## config.mk

```make
export PLATFORM = sky130hd
export DESIGN_NAME = burst_addr_gen
export DESIGN_NICKNAME = d
export VERILOG_FILES = /design/src/rtl/burst_addr_pkg.sv /design/src/rtl/burst_op_decode.sv /design/src/rtl/burst_next_addr.sv /design/src/rtl/burst_cnt_reg.sv /design/src/rtl/burst_addr_gen.sv
export SDC_FILE = /design/constraint.sdc
export NUM_CORES = 1
export LEC_CHECK = 0
export BUFFER_PORTS_ARGS = -buffer_cell sky130_fd_sc_hd__clkbuf_2
export CORE_MARGIN = 5
export CORE_UTILIZATION = 40
export DETAILED_ROUTE_END_ITERATION = 12
export PLACE_DENSITY = 0.65
export SYNTH_ARGS = -nofsm -noshare
export SYNTH_HDL_FRONTEND = slang
export SYNTH_SLANG_ARGS = --single-unit
```

## constraint.sdc

```tcl
create_clock -name clk -period 1.68 [get_ports clk]
set_clock_uncertainty 0.2 [all_clocks]
set_input_delay 0.336 -clock clk [delete_from_list [all_inputs] [get_ports clk]]
set_output_delay 0.336 -clock clk [all_outputs]
set_load 0.005 [all_outputs]
```

## src/rtl/burst_addr_pkg.sv

```systemverilog
package burst_addr_pkg;

  // Counter operation selected for the current cycle, after priority.
  typedef enum logic [1:0] {
    OP_HOLD  = 2'd0,
    OP_INCR  = 2'd1,
    OP_LOAD  = 2'd2,
    OP_CLEAR = 2'd3
  } burst_op_e;

endpackage

```

## src/rtl/burst_op_decode.sv

```systemverilog
module burst_op_decode
  import burst_addr_pkg::*;
(
  input  logic      load_n,
  input  logic      cnt_en_n,
  input  logic      cnt_rst_n,
  output burst_op_e op
);

  // Clear wins over load, load wins over increment.
  always_comb begin
    if (!cnt_rst_n)     op = OP_CLEAR;
    else if (!load_n)   op = OP_LOAD;
    else if (!cnt_en_n) op = OP_INCR;
    else                op = OP_HOLD;
  end

endmodule

```

## src/rtl/burst_next_addr.sv

```systemverilog
module burst_next_addr
  import burst_addr_pkg::*;
#(
  parameter int ADDR_W = 14
) (
  input  burst_op_e           op,
  input  logic [ADDR_W-1:0]   cnt_q,
  input  logic [ADDR_W-1:0]   ext_addr,
  output logic [ADDR_W-1:0]   cnt_d
);

  localparam logic [ADDR_W-1:0] STEP = ADDR_W'(1);

  // Wraps naturally at 2^ADDR_W because the sum is truncated.
  logic [ADDR_W-1:0] incr;
  assign incr = cnt_q + STEP;

  always_comb begin
    unique case (op)
      OP_CLEAR: cnt_d = '0;
      OP_LOAD:  cnt_d = ext_addr;
      OP_INCR:  cnt_d = incr;
      default:  cnt_d = cnt_q;
    endcase
  end

endmodule

```

## src/rtl/burst_cnt_reg.sv

```systemverilog
module burst_cnt_reg #(
  parameter int ADDR_W = 14
) (
  input  logic              clk,
  input  logic [ADDR_W-1:0] cnt_d,
  input  logic              load_n,
  input  logic              cnt_en_n,
  input  logic              cnt_rst_n,
  input  logic [ADDR_W-1:0] ext_addr,
  output logic [ADDR_W-1:0] cnt_q
);

  always_ff @(posedge clk) cnt_q <= cnt_d;

  // Checker state: the counter is meaningful only after a first clear.
  logic primed = 1'b0;
  always_ff @(posedge clk) if (!cnt_rst_n) primed <= 1'b1;

  assert_clear_R7: assert property (@(posedge clk) disable iff (!primed)
    !cnt_rst_n |=> cnt_q == '0);

  assert_load_capture_R2: assert property (@(posedge clk) disable iff (!primed)
    (cnt_rst_n && !load_n) |=> cnt_q == $past(ext_addr));

  assert_step_R3: assert property (@(posedge clk) disable iff (!primed)
    (cnt_rst_n && load_n && !cnt_en_n) |=> cnt_q == ADDR_W'($past(cnt_q) + 1));

  assert_hold_R8: assert property (@(posedge clk) disable iff (!primed)
    (cnt_rst_n && load_n && cnt_en_n) |=> $stable(cnt_q));

endmodule

```

## src/rtl/burst_addr_gen.sv

```systemverilog
module burst_addr_gen
  import burst_addr_pkg::*;
#(
  parameter int ADDR_W = 14
) (
  input  logic              clk,
  input  logic              load_n,
  input  logic              cnt_en_n,
  input  logic              cnt_rst_n,
  input  logic [ADDR_W-1:0] ext_addr,
  output logic [ADDR_W-1:0] mem_addr
);

  burst_op_e         op;
  logic [ADDR_W-1:0] cnt_q;
  logic [ADDR_W-1:0] cnt_d;

  burst_op_decode u_decode (
    .load_n    (load_n),
    .cnt_en_n  (cnt_en_n),
    .cnt_rst_n (cnt_rst_n),
    .op        (op)
  );

  burst_next_addr #(.ADDR_W(ADDR_W)) u_next (
    .op       (op),
    .cnt_q    (cnt_q),
    .ext_addr (ext_addr),
    .cnt_d    (cnt_d)
  );

  burst_cnt_reg #(.ADDR_W(ADDR_W)) u_reg (
    .clk       (clk),
    .cnt_d     (cnt_d),
    .load_n    (load_n),
    .cnt_en_n  (cnt_en_n),
    .cnt_rst_n (cnt_rst_n),
    .ext_addr  (ext_addr),
    .cnt_q     (cnt_q)
  );

  // The access address bypasses the register in load and clear cycles.
  always_comb begin
    unique case (op)
      OP_CLEAR: mem_addr = '0;
      OP_LOAD:  mem_addr = ext_addr;
      default:  mem_addr = cnt_q;
    endcase
  end

endmodule

```

# ---- Word-level counts from Yosys, hierarchy flattened
# Cells that the tools add are included.
# Widths: inputs -> output; s select.
dict set report classes {
  addsub 1
  eq_ne 3
  muxes 5
  n_reduce_logical 1
}
# op n
set ops {}
lappend ops {{$pmux 14 s3} 1}
lappend ops {{$pmux 14 s2} 1}
lappend ops {{$add 14x1->14 const B} 1}
lappend ops {{$eq 2x2->1 const B} 2}
lappend ops {{$mux 2} 2}
lappend ops {{$reduce_bool 3->1} 1}
lappend ops {{$eq 2x1->1 const B} 1}
lappend ops {{$mux 1} 1}
dict set report word_totals {
  reg_bits 14
  inputBits 18
  output_inout_bits 14
  word_cells 11
}

# ---- Logic depth before layout (Yosys ltp)
dict set report logic_depth {
  ltp_word 5
  depth_mapped 6
}

# ---- Cells and area by module
# Synthesis repeated with hierarchy kept, for this count alone.
dict set report unflattened {
  cells_unflattened 121
  hier_area_um2 1072.3
}
# mod instances cells_each area_each_um2 seq_area_each_um2
set modules_own_cells {}
lappend modules_own_cells {burst_next_addr 1 86 595.6 0.0}
lappend modules_own_cells {burst_cnt_reg 1 14 280.3 280.3}
lappend modules_own_cells {burst_addr_gen 1 18 180.2 0.0}
lappend modules_own_cells {burst_op_decode 1 3 16.3 0.0}

# ---- Least setup slack after synthesis
# OpenSTA, ideal clock, no wires.
dict set report synth_path {
  kind {register to register}
  start {register u_reg.cnt_q[0]}
  end {register u_reg.cnt_q[10], data pin}
  t_arrival_ps 1239
  required_ps 1216
  slack_ps -23
  stages_incl_launch_ff 7
  path_cell_list {edfxtp_1 -> ha_1 -> and3_1 -> buf_2 -> nand4_1 -> xor2_1 -> o21ai_1}
}
dict set report synth_between {
  elab_chain_cells 2
}
# element line
set synth_rtl {}
lappend synth_rtl {{start: declaration} burst_cnt_reg.sv:10} ;# output logic [ADDR_W-1:0] cnt_q
lappend synth_rtl {{start signal: assignment} burst_cnt_reg.sv:13} ;# always_ff @(posedge clk) cnt_q <= cnt_d;
lappend synth_rtl {{$add 14x1->14} burst_next_addr.sv:16} ;# assign incr = cnt_q + STEP;
lappend synth_rtl {{$pmux 14 s3} burst_next_addr.sv:19} ;# unique case (op)
lappend synth_rtl {{net cnt_d[10]} burst_addr_gen.sv:16} ;# logic [ADDR_W-1:0] cnt_d;
# The timed path passes the listed nets, and every way through them passes these cells.
# A chain may end at the register's enable or synchronous reset.

# ---- Worst setup path after layout
# Same ends and word-level chain as after synthesis.

==> impl_metrics.json <==
{
  "synth_top_area_share_pct": 40.4,
  "ys_ff_latch": 14,
  "ant_nets": 0,
  "min_period_ns": 1.72,
  "synthCells": 109,
  "clock-sinks": 14,
  "ys.flop_type": "edfxtp_1",
  "yosysWarnings": 0,
  "vias": 948,
  "final_cell_area_um2": 1430,
  "run_status": "finished with violations",
  "seqCellArea_um2": 420,
  "regMostFlops": "u_reg.cnt_q",
  "min_period_over_period_pct": 103,
  "worstPathRequired_ns": 1.53,
  "grt_overflow": 0,
  "place_hpwl_um": 1840,
  "avgSynthCellArea_um2": 9.54,
  "synth_largest_area_cell": "edfxtp_1",
  "synth_most_common_cell": "nand2_1",
  "relSlewSlack_pct": 34.7,
  "ys_types": 19,
  "drt_iter0_drc": 8,
  "rows": 18,
  "worstHoldPathType": "primary input to flop",
  "irDropWorstVdd_v": 0.000525,
  "final.fill_count": 233,
  "synth.yosys.seq_area_share_pct": 40.4,
  "power_uw": 873,
  "routed_wl_um": 2640,
  "avgRoutedWirePerCell_um": 14.1,
  "die_area_um2": 3720,
  "largest_register_ffs": 14,
  "fin_nets": 178,
  "finalHoldViolCount": 0,
  "drtPass1Iterations": 4,
  "timing.fmax_mhz": 580,
  "leakage_nw": 0.630,
  "setup.worst_path.class": "flop to flop",
  "endpoint_kind": "flop",
  "die_y_um": 61.0,
  "grt_max_degree": 17,
  "synth_area_leaders": "edfxtp_1 (40%), mux2i_1 (13%), nor2b_1 (9.0%)",
  "multi_input_area_um2": 614,
  "dpl_cell_area_um2": 1280,
  "async_flop_share_pct": 0,
  "setup_slack_ns": -0.0435,
  "worstPathMaxFanout": 5,
  "clk_pin_slew_ns": 0.09,
  "viasPerCell": 5.07,
  "cts-root-buf": "clkbuf_4",
  "start_util_pct": 42.0,
  "syn-cell-area_um2": 1040,
  "antenna_found_initial": 0,
  "cts_buffer_depth": 2,
  "coreArea_um2": 2480,
  "syn_to_final_growth_pct": 37.5,
  "track_usage_pct": 15.5,
  "failed_checks": "negative setup slack",
  "hold_buffers": 0,
  "clk_latency_ns": 0.29,
  "gp_congestion": 0.829,
  "synth_edf_count": 14,
  "grt_pass1_vias": 943,
  "port_buffers": 31,
  "synth_fp_nets": 128,
  "crit_arrival_ns": 1.57,
  "report.final.slew_viol_count": 0,
  "worst_hold_slack_ns": 0.150,
  "setup_violations": 5,
  "post-route-drc-count": 0,
  "drv_cap": 0,
  "rsz0062_at_grt": "yes",
  "diodes": 0,
  "io_pins": 32,
  "start_kind": "flop",
  "synthTopCellsByCount": "nand2_1 (16), nor2b_1 (15), edfxtp_1 (14), mux2i_1 (14)",
  "place_ws_ns": -0.149,
  "htreeDepth": 1,
  "drive_gt1_share_pct": 39.5,
  "top_regs": "u_reg.cnt_q: 14 flops",
  "numCtsBuffers": 3,
  "p_per_area_nw_per_um2": 610,
  "setup-tns-final_ns": -0.117,
  "tightestPinTransition_ns": 0.977,
  "die_x_um": 61.0,
  "grt_pass1_wl_um": 4240,
  "cts_tree": "built"
}
cells in the final DEF, fill, tap and decap left out:
cell      instances
xor2_1           10
mux2i_1          14
and2_1            1
nand2_1          16
clkbuf_4          3
and4_2            1
and4_1            1
xnor2_1           2
and3_4            1
and4_4            1
buf_4            16
nand3_2           3
nand4_1           4
o21ai_0           7
edfxtp_1         14
nand3b_1          1
nand3_1           2
inv_1             1
buf_6             5
clkbuf_2         31
nor2b_1          15
o21ai_1           7
ha_4              1
final timing paths:
path	start	to	slack, ns	depth (start not counted)
hold reg to reg	u_reg.cnt_q[13]	u_reg.cnt_q[13]	0.47	2
setup / recovery	u_reg.cnt_q[0]	u_reg.cnt_q[10]	-0.04	6
hold / removal	ext_addr[9]	u_reg.cnt_q[9]	0.15	3
setup reg to reg	u_reg.cnt_q[0]	u_reg.cnt_q[10]	-0.04	6
layout make-up:
type	instances	area share (%)
clock buffers	3	1.57
inverters	1	0.262
multi-input cells	87	43.0
flip-flops and latches	14	29.4
well taps	30	2.62
repair buffers	52	23.2
metal layers:
metal | wire length [µm] | vias up | share of wire (%) | GRT usage, %
li1 | - | 485 | - | -
met1 | 1200 | 432 | 45 | 19.3
met2 | 1240 | 26 | 47 | 25.6
met3 | 147 | 5 | 5.6 | 2.98
met4 | 53 | 0 | 2.0 | 7.43
met5 | 0 | - | 0 | 0
what timing repair did:
action                     in CTS  in global routing
gates cloned                    0                  0
resized for setup               4                 13
setup endpoints to repair       9                 16
pin swaps                       0                  9
buffers inserted                3                 10
power by group:
part | internal, mW | total, mW | leakage [nW] | switching [mW]
registers | 0.417 | 0.440 | 0.160 | 0.0236
logic | 0.128 | 0.230 | 0.456 | 0.102
clock network | 0.0833 | 0.202 | 0.0138 | 0.119
total | 0.628 | 0.873 | 0.630 | 0.245
logic make-up (layout without fill, tap and decap cells):
kind of cell,count (synthesis),in the layout,share of synthesized area [%]
AOI/OAI and AO/OA,14,14,6.74
xor gates and xnor gates,12,12,10.1
buffers and inverters,8,56,3.97
DFF,14,14,40.4
muxes,14,14,13.5
and+or+nand+nor,46,46,24.1
adders and majority gates,1,1,1.20
worst max-delay path, stage by stage (launching register included):
cell and delay, ns:
edfxtp_1 0.43, buf_4 0.17, ha_4 0.15, and3_4 0.20, nand4_1 0.11, xor2_1 0.16
o21ai_1 0.07
per-stage QoR:
stage	std cells	util, %
CTS	179	53.9
floorplan	109	-
detailed placement	174	51.9
finish	187	57.7
global route	187	57.7
global placement	174	51.9
No activity file was read; power rests on OpenSTA's default activity.
